$ cat src/rtl/gpio6_pkg.sv
package gpio6_pkg;

    localparam int NUM_PINS  = 6;
    localparam int REG_W     = 8;
    localparam int ADDR_W    = 2;
    localparam int FIXED_PIN = 3;

    localparam logic [ADDR_W-1:0] ADDR_MODE  = 2'd0;
    localparam logic [ADDR_W-1:0] ADDR_LEVEL = 2'd1;
    localparam logic [ADDR_W-1:0] ADDR_PINS  = 2'd2;

    typedef enum logic [1:0] {
        PIN_FLOAT  = 2'd0,
        PIN_PULLUP = 2'd1,
        PIN_DRIVE0 = 2'd2,
        PIN_DRIVE1 = 2'd3
    } pin_mode_e;

endpackage

$ cat src/rtl/gpio6_regs.sv
module gpio6_regs
    import gpio6_pkg::*;
#(
    parameter int NPINS = NUM_PINS,
    parameter int AW    = ADDR_W
) (
    input  logic             clk,
    input  logic             rst_n,
    input  logic [AW-1:0]    addr,
    input  logic             wr,
    input  logic [NPINS-1:0] wdata,
    output logic [NPINS-1:0] mode_q,
    output logic [NPINS-1:0] level_q
);

    typedef struct packed {
        logic [NPINS-1:0] mode;
        logic [NPINS-1:0] level;
    } regs_t;

    regs_t regs_d, regs_q;

    always_comb begin
        regs_d = regs_q;
        if (wr) begin
            if (addr == ADDR_MODE)  regs_d.mode  = wdata;
            if (addr == ADDR_LEVEL) regs_d.level = wdata;
        end
    end

    always_ff @(posedge clk or negedge rst_n) begin
        if (!rst_n) regs_q <= '0;
        else        regs_q <= regs_d;
    end

    assign mode_q  = regs_q.mode;
    assign level_q = regs_q.level;

endmodule

$ cat src/rtl/gpio6_sync.sv
module gpio6_sync #(
    parameter int W = 6
) (
    input  logic         clk,
    input  logic         rst_n,
    input  logic [W-1:0] raw,
    output logic [W-1:0] synced
);

    typedef struct packed {
        logic [W-1:0] stage1;
        logic [W-1:0] stage2;
    } sync_t;

    sync_t sync_d, sync_q;

    always_comb begin
        sync_d.stage1 = raw;
        sync_d.stage2 = sync_q.stage1;
    end

    always_ff @(posedge clk or negedge rst_n) begin
        if (!rst_n) sync_q <= '0;
        else        sync_q <= sync_d;
    end

    assign synced = sync_q.stage2;

endmodule

$ cat src/rtl/gpio6_pin_mode.sv
module gpio6_pin_mode
    import gpio6_pkg::*;
#(
    parameter bit IS_FIXED = 1'b0
) (
    input  logic mode_bit,
    input  logic level_bit,
    output logic oe,
    output logic out,
    output logic pu
);

    pin_mode_e mode;

    generate
        if (IS_FIXED) begin : g_fixed
            logic unused_bits;
            assign unused_bits = mode_bit ^ level_bit;
            assign mode = PIN_PULLUP;
        end else begin : g_cfg
            always_comb begin
                unique case ({mode_bit, level_bit})
                    2'b00:   mode = PIN_FLOAT;
                    2'b01:   mode = PIN_PULLUP;
                    2'b10:   mode = PIN_DRIVE0;
                    default: mode = PIN_DRIVE1;
                endcase
            end
        end
    endgenerate

    always_comb begin
        oe  = 1'b0;
        out = 1'b0;
        pu  = 1'b0;
        case (mode)
            PIN_PULLUP: pu = 1'b1;
            PIN_DRIVE0: oe = 1'b1;
            PIN_DRIVE1: begin
                oe  = 1'b1;
                out = 1'b1;
            end
            default: ;
        endcase
    end

endmodule

$ cat src/rtl/gpio6_port.sv
module gpio6_port
    import gpio6_pkg::*;
#(
    parameter int NPINS = NUM_PINS,
    parameter int RW    = REG_W,
    parameter int AW    = ADDR_W,
    parameter int FIXED = FIXED_PIN
) (
    input  logic             clk,
    input  logic             rst_n,
    input  logic [AW-1:0]    bus_addr,
    input  logic             bus_wr,
    input  logic [RW-1:0]    bus_wdata,
    output logic [RW-1:0]    bus_rdata,
    input  logic [NPINS-1:0] pad_in,
    output logic [NPINS-1:0] pad_oe,
    output logic [NPINS-1:0] pad_out,
    output logic [NPINS-1:0] pad_pu
);

    logic [NPINS-1:0] mode_q;
    logic [NPINS-1:0] level_q;
    logic [NPINS-1:0] pins_q;
    logic             unused_wdata_hi;

    assign unused_wdata_hi = ^bus_wdata[RW-1:NPINS];

    gpio6_regs #(.NPINS(NPINS), .AW(AW)) u_regs (
        .clk     (clk),
        .rst_n   (rst_n),
        .addr    (bus_addr),
        .wr      (bus_wr),
        .wdata   (bus_wdata[NPINS-1:0]),
        .mode_q  (mode_q),
        .level_q (level_q)
    );

    gpio6_sync #(.W(NPINS)) u_sync (
        .clk    (clk),
        .rst_n  (rst_n),
        .raw    (pad_in),
        .synced (pins_q)
    );

    for (genvar i = 0; i < NPINS; i++) begin : g_pin
        gpio6_pin_mode #(.IS_FIXED(i == FIXED)) u_pin (
            .mode_bit  (mode_q[i]),
            .level_bit (level_q[i]),
            .oe        (pad_oe[i]),
            .out       (pad_out[i]),
            .pu        (pad_pu[i])
        );
    end

    always_comb begin
        bus_rdata = '0;
        case (bus_addr)
            ADDR_MODE:  bus_rdata[NPINS-1:0] = mode_q;
            ADDR_LEVEL: bus_rdata[NPINS-1:0] = level_q;
            ADDR_PINS:  bus_rdata[NPINS-1:0] = pins_q;
            default:    bus_rdata = '0;
        endcase
    end

endmodule

$ cat config.mk
export PLATFORM = sky130hd
export DESIGN_NAME = gpio6_port
export DESIGN_NICKNAME = d
export VERILOG_FILES = /design/src/rtl/gpio6_pkg.sv /design/src/rtl/gpio6_regs.sv /design/src/rtl/gpio6_sync.sv /design/src/rtl/gpio6_pin_mode.sv /design/src/rtl/gpio6_port.sv
export SDC_FILE = /design/constraint.sdc
export NUM_CORES = 1
export LEC_CHECK = 0
export ABC_AREA = 1
export BUFFER_PORTS_ARGS = -buffer_cell sky130_fd_sc_hd__clkbuf_2
export CAP_MARGIN = 20
export CORE_ASPECT_RATIO = 0.9
export CORE_MARGIN = 2
export CORE_UTILIZATION = 51
export CTS_BUF_LIST = sky130_fd_sc_hd__clkbuf_16
export CTS_CLUSTER_DIAMETER = 30
export DETAILED_ROUTE_END_ITERATION = 8
export HOLD_SLACK_MARGIN = 0.08
export PLACE_DENSITY = 0.82
export SYNTH_ARGS = -nofsm -noshare
export SYNTH_HDL_FRONTEND = slang
export SYNTH_SLANG_ARGS = --single-unit
$ cat constraint.sdc
create_clock -name clk -period 1.96 [get_ports clk]
set_clock_uncertainty 0.2 [all_clocks]
set_input_delay 0.294 -clock clk [delete_from_list [all_inputs] [get_ports clk]]
set_output_delay 0.294 -clock clk [all_outputs]
set_load 0.005 [all_outputs]
Word-level counts from Yosys, hierarchy flattened
Index checks and enable logic that the tools add are counted.
{"block": "word_totals", "out_inout_bits": 26, "register_bits": 24, "in_bits": 19, "wordCells": 65}
{"block": "classes", "n_eq_ne": 27, "n_reduce_logical": 13, "mux": 21}
{"operator": "== test 2 bit (second input constant)", "count": 16}
{"operator": "case mux 2 bit (3 select lines)", "count": 5}
{"operator": "== test 2 x 1 -> 1 bit (second input constant)", "count": 11}
{"operator": "case mux 6 bit (3 select lines)", "count": 1}
{"operator": "two-way mux 1 bit", "count": 15}
{"operator": "zero test 2 bit", "count": 6}
{"operator": "OR reduction 2 bit", "count": 5}
{"operator": "AND reduction 2 bit", "count": 2}

Logic depth before layout (Yosys ltp)
Gate-level depths: netlist of the first run.
{"block": "depth", "ltp_word": 5, "ltp_mapped": 5, "mapped_depth_nobuf": 4}

Hierarchy
Synthesis of the first run repeated with hierarchy kept, for this count alone.
{"block": "hier_totals", "cells_unflattened": 128, "hier_area_um2": 1114.8}
{"mod": "gpio6_regs", "seq_area_each_um2": 300.3, "instances": 1, "area_per_inst_um2": 525.5, "cells_each": 54}
{"mod": "gpio6_sync", "seq_area_each_um2": 300.3, "instances": 1, "area_per_inst_um2": 300.3, "cells_each": 12}
{"mod": "gpio6_port", "seq_area_each_um2": 0.0, "instances": 1, "area_per_inst_um2": 165.2, "cells_each": 32}
{"mod": "gpio6_pin_mode (g_pin[0].u_pin ...)", "seq_area_each_um2": 0.0, "instances": 5, "area_per_inst_um2": 18.8, "cells_each": 5}
{"mod": "gpio6_pin_mode (g_pin[3].u_pin)", "seq_area_each_um2": 0.0, "instances": 1, "area_per_inst_um2": 30.0, "cells_each": 5}

Worst setup path after synthesis of the first run
Ideal clock, no wire load.
{"block": "synth_timing", "kind": "input port to output port", "from": "in bus_addr[1]", "to": "out bus_rdata[0]", "t_required_ns": 1.466, "path_slack_ns": 0.687, "n_path_buf": 2, "arrival_time_ns": 0.779, "cell_stages": 5, "path_cell_list": "buf_6 > nor2_4 > buf_6 > nand2_1 > nand3_1"}
{"block": "synth_via", "elab_chain_cells": 2, "elab_cells_between_ends": 4, "classes_between": "eq/ne (2); mux (1); reduce/logical (1)"}
{"item": "start, declared", "line_no": "gpio6_port.sv:11", "text": "input logic [AW-1:0] bus_addr,"}
{"item": "== test 2 bit, or another cell as far along", "line_no": "gpio6_port.sv:57", "text": "case (bus_addr)"}
{"item": "case mux 6 bit (3 select lines) *", "line_no": "gpio6_port.sv:57"}
{"item": "end, declared", "line_no": "gpio6_port.sv:14", "text": "output logic [RW-1:0] bus_rdata,"}
Every way passes the cells marked *; elsewhere a longest branch is shown, timed or not.

Worst setup path after layout of the first run
{"block": "layout_timing", "from": "in bus_addr[0]", "to": "out bus_rdata[3]"}
The elaborated chain is that of the path after synthesis.

==> impl_metrics.yaml, run 1 <==
synth:
  synth.largest_area_cell: "dfrtp_1"
  synth.most_common_cell: "nand2_1"
  async_reset_ff_frac: 1.00
  synth_seq_area_share: 0.502
  ys_seq_elements: 24
  synth_area_per_cell_sq_um: 8.48
  synth-edff-count: 0
  synth_common_cells: "nand2_1 (36), nand3_1 (25), dfrtp_1 (24), buf_4 (21), inv_1 (11)"
  ys.flop_type: "dfrtp_1"
  ys_warn_count: 0
  synth.distinct_cells: 13
  syn_area_sq_um: 1200
  synthCells: 141
  synth_area_leaders: "dfrtp_1 (50%), buf_4 (13%), nand2_1 (11%), nand3_1 (10%), inv_1 (3.5%)"
  synth.top_cell.area_share: 0.502
clock_network:
  numCtsBuffers: 3
  clock-sinks: 24
  root_buffer: "clkbuf_16"
  clk_latency_ns: 0.25
  htree_num_levels: 1
  clockBufferDepth: 2
  path_clk_slew_ns: 0.06
  post_cts_resized: 0
  tritoncts: "built"
grt:
  grt_pass1_wl_um: 3820
  grt_usage: 0.200
  grt_pass1_vias: 908
  grt-ovfl-total: 0
  antenna_found_initial: 0
  grt_max_degree: 25
drt:
  vias_per_cell: 5.04
  wl_per_cell_um: 12.0
  ant_nets: 0
  drc_errors: 0
  first_iter_violations: 12
  drt_first_pass_iters: 4
  num_vias: 953
  routed_wirelength_um: 2270
sta:
  drv_slew: 0
  fmax_mhz: 615
  fin_tns_setup_ns: 0
  setup_viol: 0
  layout_setup_ws_ns: 0.334
  min_period_ns: 1.63
  grt_setup_unrepaired: "no"
  hold_viol: 0
  fin_crit_sh: 0.830
  slew-limit-headroom: 0.610
  worst_pin_slew_ns: 0.584
power:
  power_mw: 1.24
  p_leak_nw: 0.777
  ir_worst_vdd_v: 0.000648
  p_per_area_nw_per_um2: 909
setup_path:
  critPathLaunchType: "input port"
  worst_ep_required_time_ns: 1.47
  worstPathArrival_ns: 1.13
  crit_fanout: 15
  path_class: "input port to output port"
  cp-end-kind: "output port"
final_layout:
  utilization: 0.618
  drive_gt1_frac: 0.259
  antenna_cells: 0
  nets: 182
  area_delta_synth_final_pct: 13.7
flow_run:
  maxCapViolCount: 0
placed_design:
  place.detailed.hpwl_um: 1610
  io_buffers: 37
  pre_cts_ws_ns: 0.348
  gp_congestion: 0.817
min_path:
  worstHoldPathType: "input port to flop"
floorplanning:
  chipWidth_um: 55.1
  ios: 45
  core_area_sq_um: 2200
  rows: 16
  die_area_sq_um: 2750
  initial_core_util: 0.543
  die_y_um: 49.9
status:
  status: "complete, no violations"
repair_timing:
action	in CTS	in global routing
setup endpoints to repair	0	0
buffers inserted	0	0
hold buffers	7	0
endpoints found under the hold margin	30	0
through the flow:
stage	hold WS, ns	std cells	cell area (sq um)
after global routing	0.0905	189	1360
after CTS	0.0863	189	1360
final	0.0896	189	1360
after detailed placement	0.122	178	1210
after floorplan	-0.202	144	1210
after global placement	0.109	178	1210
logic make-up (layout without fill, tap and decap cells):
kind of cell           Yosys count  after routing  share of synthesized area
flip-flops                      24             24                      0.502
AND/OR/NAND/NOR                 73             73                      0.274
other                            2              5                    0.00628
buffers and inverters           42             60                      0.218
worst paths after layout:
path                                     end  cells after the start  slack, ns              start
setup / recovery                bus_rdata[3]                      5       0.33        bus_addr[0]
hold reg to reg             u_sync.synced[4]                      0       0.15   u_sync.sync_d[4]
hold / removal              u_regs.mode_q[4]                      3       0.09       bus_wdata[4]
max in group asynchronous   u_regs.mode_q[1]                      2       0.81              rst_n
setup reg to reg           u_regs.level_q[1]                      2       1.08  u_regs.level_q[1]
min in group asynchronous   u_sync.sync_d[2]                      2       0.37              rst_n
power by group:
group	leakage, nW	internal [mW]	total (mW)	switching, mW
logic	0.449	0.0943	0.207	0.113
registers	0.290	0.548	0.594	0.0466
clock network	0.0385	0.272	0.435	0.163
state kept, by name (all words and copies together) (netlist names):
signal	flops
u_regs.level_q	6
u_regs.mode_q	6
u_sync.sync_d	6
u_sync.synced	6
placed cells by master (no fill, tap or decap):
cell type / count
conb_1: 5
nand3_1: 25
dfrtp_1: 24
nand2_1: 36
nor2_4: 1
inv_1: 11
clkinv_1: 1
dlygate4sd3_1: 7
nand4_1: 6
nor2_1: 5
inv_2: 1
clkbuf_2: 37
clkbuf_16: 3
routing by layer:
layer	track usage	share of wire	vias up
met4	0.0772	0.015	0
met1	0.215	0.37	446
met5	0	0	-
met2	0.353	0.54	43
li1	-	-	459
met3	0.0606	0.076	5
critical path: stages:
cell and delay [ns]:
clkbuf_2 0.22, nor2_4 0.32, nand2_1 0.10, nand3_1 0.08
clkbuf_2 0.11
cell type report:
class / count / area, sq um
Clock buffer: 3 / 75.1
Tap cell: 27 / 33.8
Timing Repair Buffer: 44 / 255
Inverter: 12 / 45.0
Multi-Input combinational cell: 78 / 347
Fill cell: 200 / 842
Sequential cell: 24 / 601
Clock inverter: 1 / 3.75
(Power assumes the default switching activity.)
==> run 2: changes to the inputs <==
- CORE_UTILIZATION: 51 -> 48
- PLACE_DENSITY: 0.82 -> 0.78
- clock period: 1.96 -> 1.6 ns (I/O delays scaled with it)
==> run 2 against run 1 <==
Net effect:
- setup slack got worse by 0.19 ns
- count of clock-buffer cells in the layout stayed put
- first-iteration DRC count increased to 4.8 times the previous value
- die area rose by 5.8%
- register-to-register slack got worse by 0.35 ns
- non-clock buffer count increased by 7
- cell area rose by 5.1%
- cell count rose by 4.2%
==> impl_metrics.yaml, run 2 (synthesis gave the netlist of run 1 again) <==
clock_network:
  htree_num_levels: 1
  numCtsBuffers: 3
  path_clk_slew_ns: 0.06
  root_buffer: "clkbuf_16"
  clockBufferDepth: 2
  clock-sinks: 24
  cts_setup_buffers: 0
  clk_latency_ns: 0.26
  post_cts_resized: 0
  tritoncts: "built"
  postCtsHoldBufs: 13
power:
  p_per_area_nw_per_um2: 1070
  ir_worst_vdd_v: 0.000834
  p_leak_nw: 0.807
sta:
  worst_pin_slew_ns: 0.570
  slew-limit-headroom: 0.620
  fmax_mhz: 685
  layout_setup_ws_ns: 0.139
  grt_setup_unrepaired: "no"
  fin_crit_sh: 0.913
  fin_tns_setup_ns: 0
  setup_viol: 0
  hold_viol: 0
  min_period_ns: 1.46
  drv_slew: 0
min_path:
  holdPathStages: 0
  min_to: "u_sync.synced[5]"
  worstHoldPathType: "flop to flop"
  min_from: "u_sync.sync_d[5]"
drt:
  wl_met1_um: 969
  drt_first_pass_iters: 4
  ant_nets: 0
  wl_per_cell_um: 11.6
  first_iter_violations: 58
  met2_length_um: 1130
  num_vias: 974
  routed_wirelength_um: 2280
  drc_errors: 0
  met3_length_um: 151
  maxUsedRoutingLayer: "met4"
  vias_per_cell: 4.94
grt:
  grt-ovfl-total: 0
  grt_max_degree: 25
  grt_pass1_vias: 896
  antenna_found_initial: 0
  grt_pass1_wl_um: 3830
  grt_usage: 0.173
status:
  status: "complete, no violations"
setup_path:
  cp-end-kind: "output port"
  r2r_cells: 2
  r2r_setup_slack_ns: 0.73
  worst_ep_required_time_ns: 1.16
  critPathLaunchType: "input port"
  rr_startpoint: "u_regs.mode_q[1]"
  worstReg2RegEnd: "u_regs.mode_q[1]"
  crit_fanout: 13
  worstPathArrival_ns: 1.02
  path_class: "input port to output port"
placed_design:
  pre_cts_ws_ns: 0.166
  place.detailed.hpwl_um: 1540
  gp_congestion: 0.833
  io_buffers: 37
floorplanning:
  rows: 17
  core_area_sq_um: 2400
  initial_core_util: 0.498
  die_y_um: 51.4
  die_area_sq_um: 2910
  chipWidth_um: 56.6
  ios: 45
final_layout:
  final_cell_mix: "clkbuf_2 (37), nand2_1 (36), nand3_1 (25), dfrtp_1 (24), dlygate4sd3_1 (13)"
  nets: 189
  area_delta_synth_final_pct: 19.5
  drive_gt1_frac: 0.254
  antenna_cells: 0
  num-fill-cells: 214
  final_common_cell: "clkbuf_2"
flow_run:
  maxCapViolCount: 0
==> run 2: cell types whose count changed in the layout (fill, tap and decap cells not counted) <==
cell           change
dlygate4sd3_1      +6
buf_4              +1
==> run 2: cell type report <==
| class | count | area (sq um) | area share |
|---|---|---|---|
| timing repair buffer | 51 | 323 | 0.226 |
| clock inverter | 1 | 3.75 | 0.00263 |
| clock buffer | 3 | 75.1 | 0.0525 |
| multi-input combinational | 78 | 347 | 0.243 |
| inverter | 12 | 45.0 | 0.0315 |
| tap | 28 | 35.0 | 0.0245 |
| sequential | 24 | 601 | 0.420 |
==> run 2: routing by layer <==
layer | GRT usage | vias to the layer above
li1 | - | 469
met1 | 0.195 | 462
met2 | 0.297 | 39
met3 | 0.0481 | 4
met4 | 0.0913 | 0
met5 | 0 | -
==> run 2: through the flow <==
step | util | hold slack [ns] | cell area, sq um | cells | power (mW)
after floorplan | - | -0.256 | 1210 | 144 | 0.945
after global placement | 0.508 | 0.0550 | 1220 | 180 | 0.964
after detailed placement | 0.508 | 0.0684 | 1220 | 180 | 0.978
after CTS | 0.594 | 0.145 | 1430 | 197 | 1.54
after global routing | 0.594 | 0.155 | 1430 | 197 | 1.62
final | 0.594 | 0.147 | 1430 | 197 | 1.53
==> run 2: worst max-delay path, stage by stage <==
cell and delay, ns:
clkbuf_2 0.16, nor2_4 0.31, nand2_1 0.10, nand3_1 0.09, clkbuf_2 0.12
==> run 2: report_power, final <==
group          total, mW  switching (mW)  leakage [nW]  internal, mW
Clock              0.535           0.202        0.0385         0.334
Sequential         0.726          0.0551         0.290         0.671
Combinational      0.267           0.141         0.478         0.127
Total               1.53           0.398         0.807          1.13
==> run 2: worst max path at each step <==
| stage | start | to | slack, ns | depth (start not counted) |
|---|---|---|---|---|
| 2_1_floorplan | bus_addr[1] | bus_rdata[0] | 0.43 | 5 |
| 5_1_grt | bus_addr[1] | bus_rdata[0] | 0.06 | 5 |
| 4_1_cts | bus_addr[1] | bus_rdata[1] | 0.17 | 5 |
| 3_3_place_gp | bus_addr[1] | u_regs.mode_q[3] | 0.19 | 5 |
| 3_5_place_dp | bus_addr[1] | u_regs.mode_q[5] | 0.17 | 5 |
| 6_report | bus_addr[1] | bus_rdata[1] | 0.14 | 5 |
==> run 3: changes to the inputs <==
- CORE_MARGIN: 2 -> 1.5
==> run 3 against run 2 <==
Net effect:
- die area decreased by 3.7%
- sequential power about the same
- routed wire length increased by 3.6%
- first-iteration DRC count decreased by 47%
- sequential share of layout area decreased by 0.72 points
- clock power increased by 32%
- sequential cell count unchanged
- hold slack about the same
- total power increased by 12%
- largest cell class unchanged
==> impl_metrics.yaml, run 3 (synthesis gave the netlist of run 1 again) <==
sta:
  fin_tns_setup_ns: 0
  drv_slew: 0
  min_period_ns: 1.45
  grt_setup_unrepaired: "no"
  setup_viol: 0
  hold_viol: 0
  slew-limit-headroom: 0.612
  worst_pin_slew_ns: 0.582
  fin_crit_sh: 0.908
  fmax_mhz: 688
grt:
  grt-ovfl-total: 0
  grt_pass1_vias: 869
  grt_max_degree: 25
  grt_pass1_wl_um: 3820
  grt_usage: 0.177
  antenna_found_initial: 0
setup_path:
  cp_cell_sequence: "clkbuf_2, nor2_4, nand2_1, nand3_1, clkbuf_2"
  cp-end-kind: "output port"
  critPathSlowestCell: "nor2_4"
  path_class: "input port to output port"
  critical_path_buf_inv_count: 2
  worstPathArrival_ns: 1.01
  critPathLaunchType: "input port"
  crit_fanout: 13
  cpMostUsedCell: "clkbuf_2"
  worst_ep_required_time_ns: 1.16
  cp_top_family: "simple AND/OR/NAND/NOR gates"
  max_stage_delay_ns: 0.30
final_layout:
  drive_gt1_frac: 0.260
  area_delta_synth_final_pct: 21.5
  final_common_cell: "clkbuf_2"
  utilization: 0.643
  antenna_cells: 0
  final_cell_mix: "clkbuf_2 (37), nand2_1 (36), nand3_1 (25), dfrtp_1 (24), dlygate4sd3_1 (13)"
  num-fill-cells: 181
  nets: 189
  final_area_sq_um: 1450
clock_network:
  htree_num_levels: 1
  path_clk_slew_ns: 0.06
  tritoncts: "built"
  clockBufferDepth: 2
  root_buffer: "clkbuf_16"
  cts_setup_buffers: 0
  post_cts_resized: 0
  clock-sinks: 24
  numCtsBuffers: 3
  clk_latency_ns: 0.25
  postCtsHoldBufs: 13
floorplanning:
  ios: 45
  core_area_sq_um: 2260
  die_area_sq_um: 2800
  die_y_um: 50.4
  initial_core_util: 0.529
  rows: 16
  chipWidth_um: 55.6
drt:
  maxUsedRoutingLayer: "met3"
  first_iter_violations: 31
  vias_per_cell: 4.94
  drc_errors: 0
  wl_per_cell_um: 12.1
  drt_first_pass_iters: 4
  routed_wirelength_um: 2370
  wl_met1_um: 969
  met3_length_um: 159
  met2_length_um: 1240
  ant_nets: 0
  num_vias: 968
placed_design:
  io_buffers: 37
  place_area_sq_um: 1220
  gp_congestion: 0.790
  place.detailed.hpwl_um: 1600
min_path:
  worstHoldPathType: "flop to flop"
status:
  status: "complete, no violations"
power:
  ir_worst_vdd_v: 0.00133
  p_leak_nw: 0.819
  p_per_area_nw_per_um2: 1170
flow_run:
  maxCapViolCount: 0
[run 3: metrics by stage]
| stage | total power [mW] | instances | hold slack [ns] | setup slack (ns) |
|---|---|---|---|---|
| after global routing | 1.79 | 196 | 0.159 | 0.0666 |
| after CTS | 1.72 | 196 | 0.149 | 0.164 |
| after global placement | 0.963 | 179 | 0.0527 | 0.181 |
| final | 1.71 | 196 | 0.147 | 0.147 |
| after detailed placement | 0.983 | 179 | 0.0704 | 0.157 |
| after floorplan | 0.945 | 144 | -0.256 | 0.435 |
[run 3: final cells by class]
cell class,count,area (sq um),share of cell area
inverters,12,45.0,0.0310
clock inverters,1,30.0,0.0207
well taps,27,33.8,0.0232
flip-flops and latches,24,601,0.413
multi-input cells,78,347,0.238
repair buffers,51,323,0.222
clock buffers,3,75.1,0.0516
[run 3: per-layer routing]
metal	track usage	vias up
li1	-	469
met1	0.199	458
met2	0.339	41
met3	0.0541	0
met4	0.0244	0
met5	0	-
[run 3: worst reg2reg max path: stages, from the launching register on]
cell,delay (ns)
dfrtp_1,0.44
nand2_1,0.09
nand2_1,0.06
[run 3: path summary, 6_finish.rpt]
path / startpoint / endpoint / slack, ns / depth (start not counted)
max: bus_addr[1] / bus_rdata[3] / 0.15 / 5
max in group asynchronous: rst_n / u_sync.synced[0] / 0.50 / 2
min: u_sync.sync_d[4] / u_sync.synced[4] / 0.15 / 0
max reg2reg: u_regs.mode_q[5] / u_regs.mode_q[5] / 0.69 / 2
min in group asynchronous: rst_n / u_regs.mode_q[5] / 0.32 / 2
min reg2reg: u_sync.sync_d[4] / u_sync.synced[4] / 0.15 / 0
[run 3: power breakdown]
part / internal, mW / leakage (nW) / switching, mW
Sequential: 0.671 / 0.290 / 0.0576
Clock: 0.497 / 0.0511 / 0.208
Combinational: 0.127 / 0.478 / 0.145
Total: 1.29 / 0.819 / 0.411
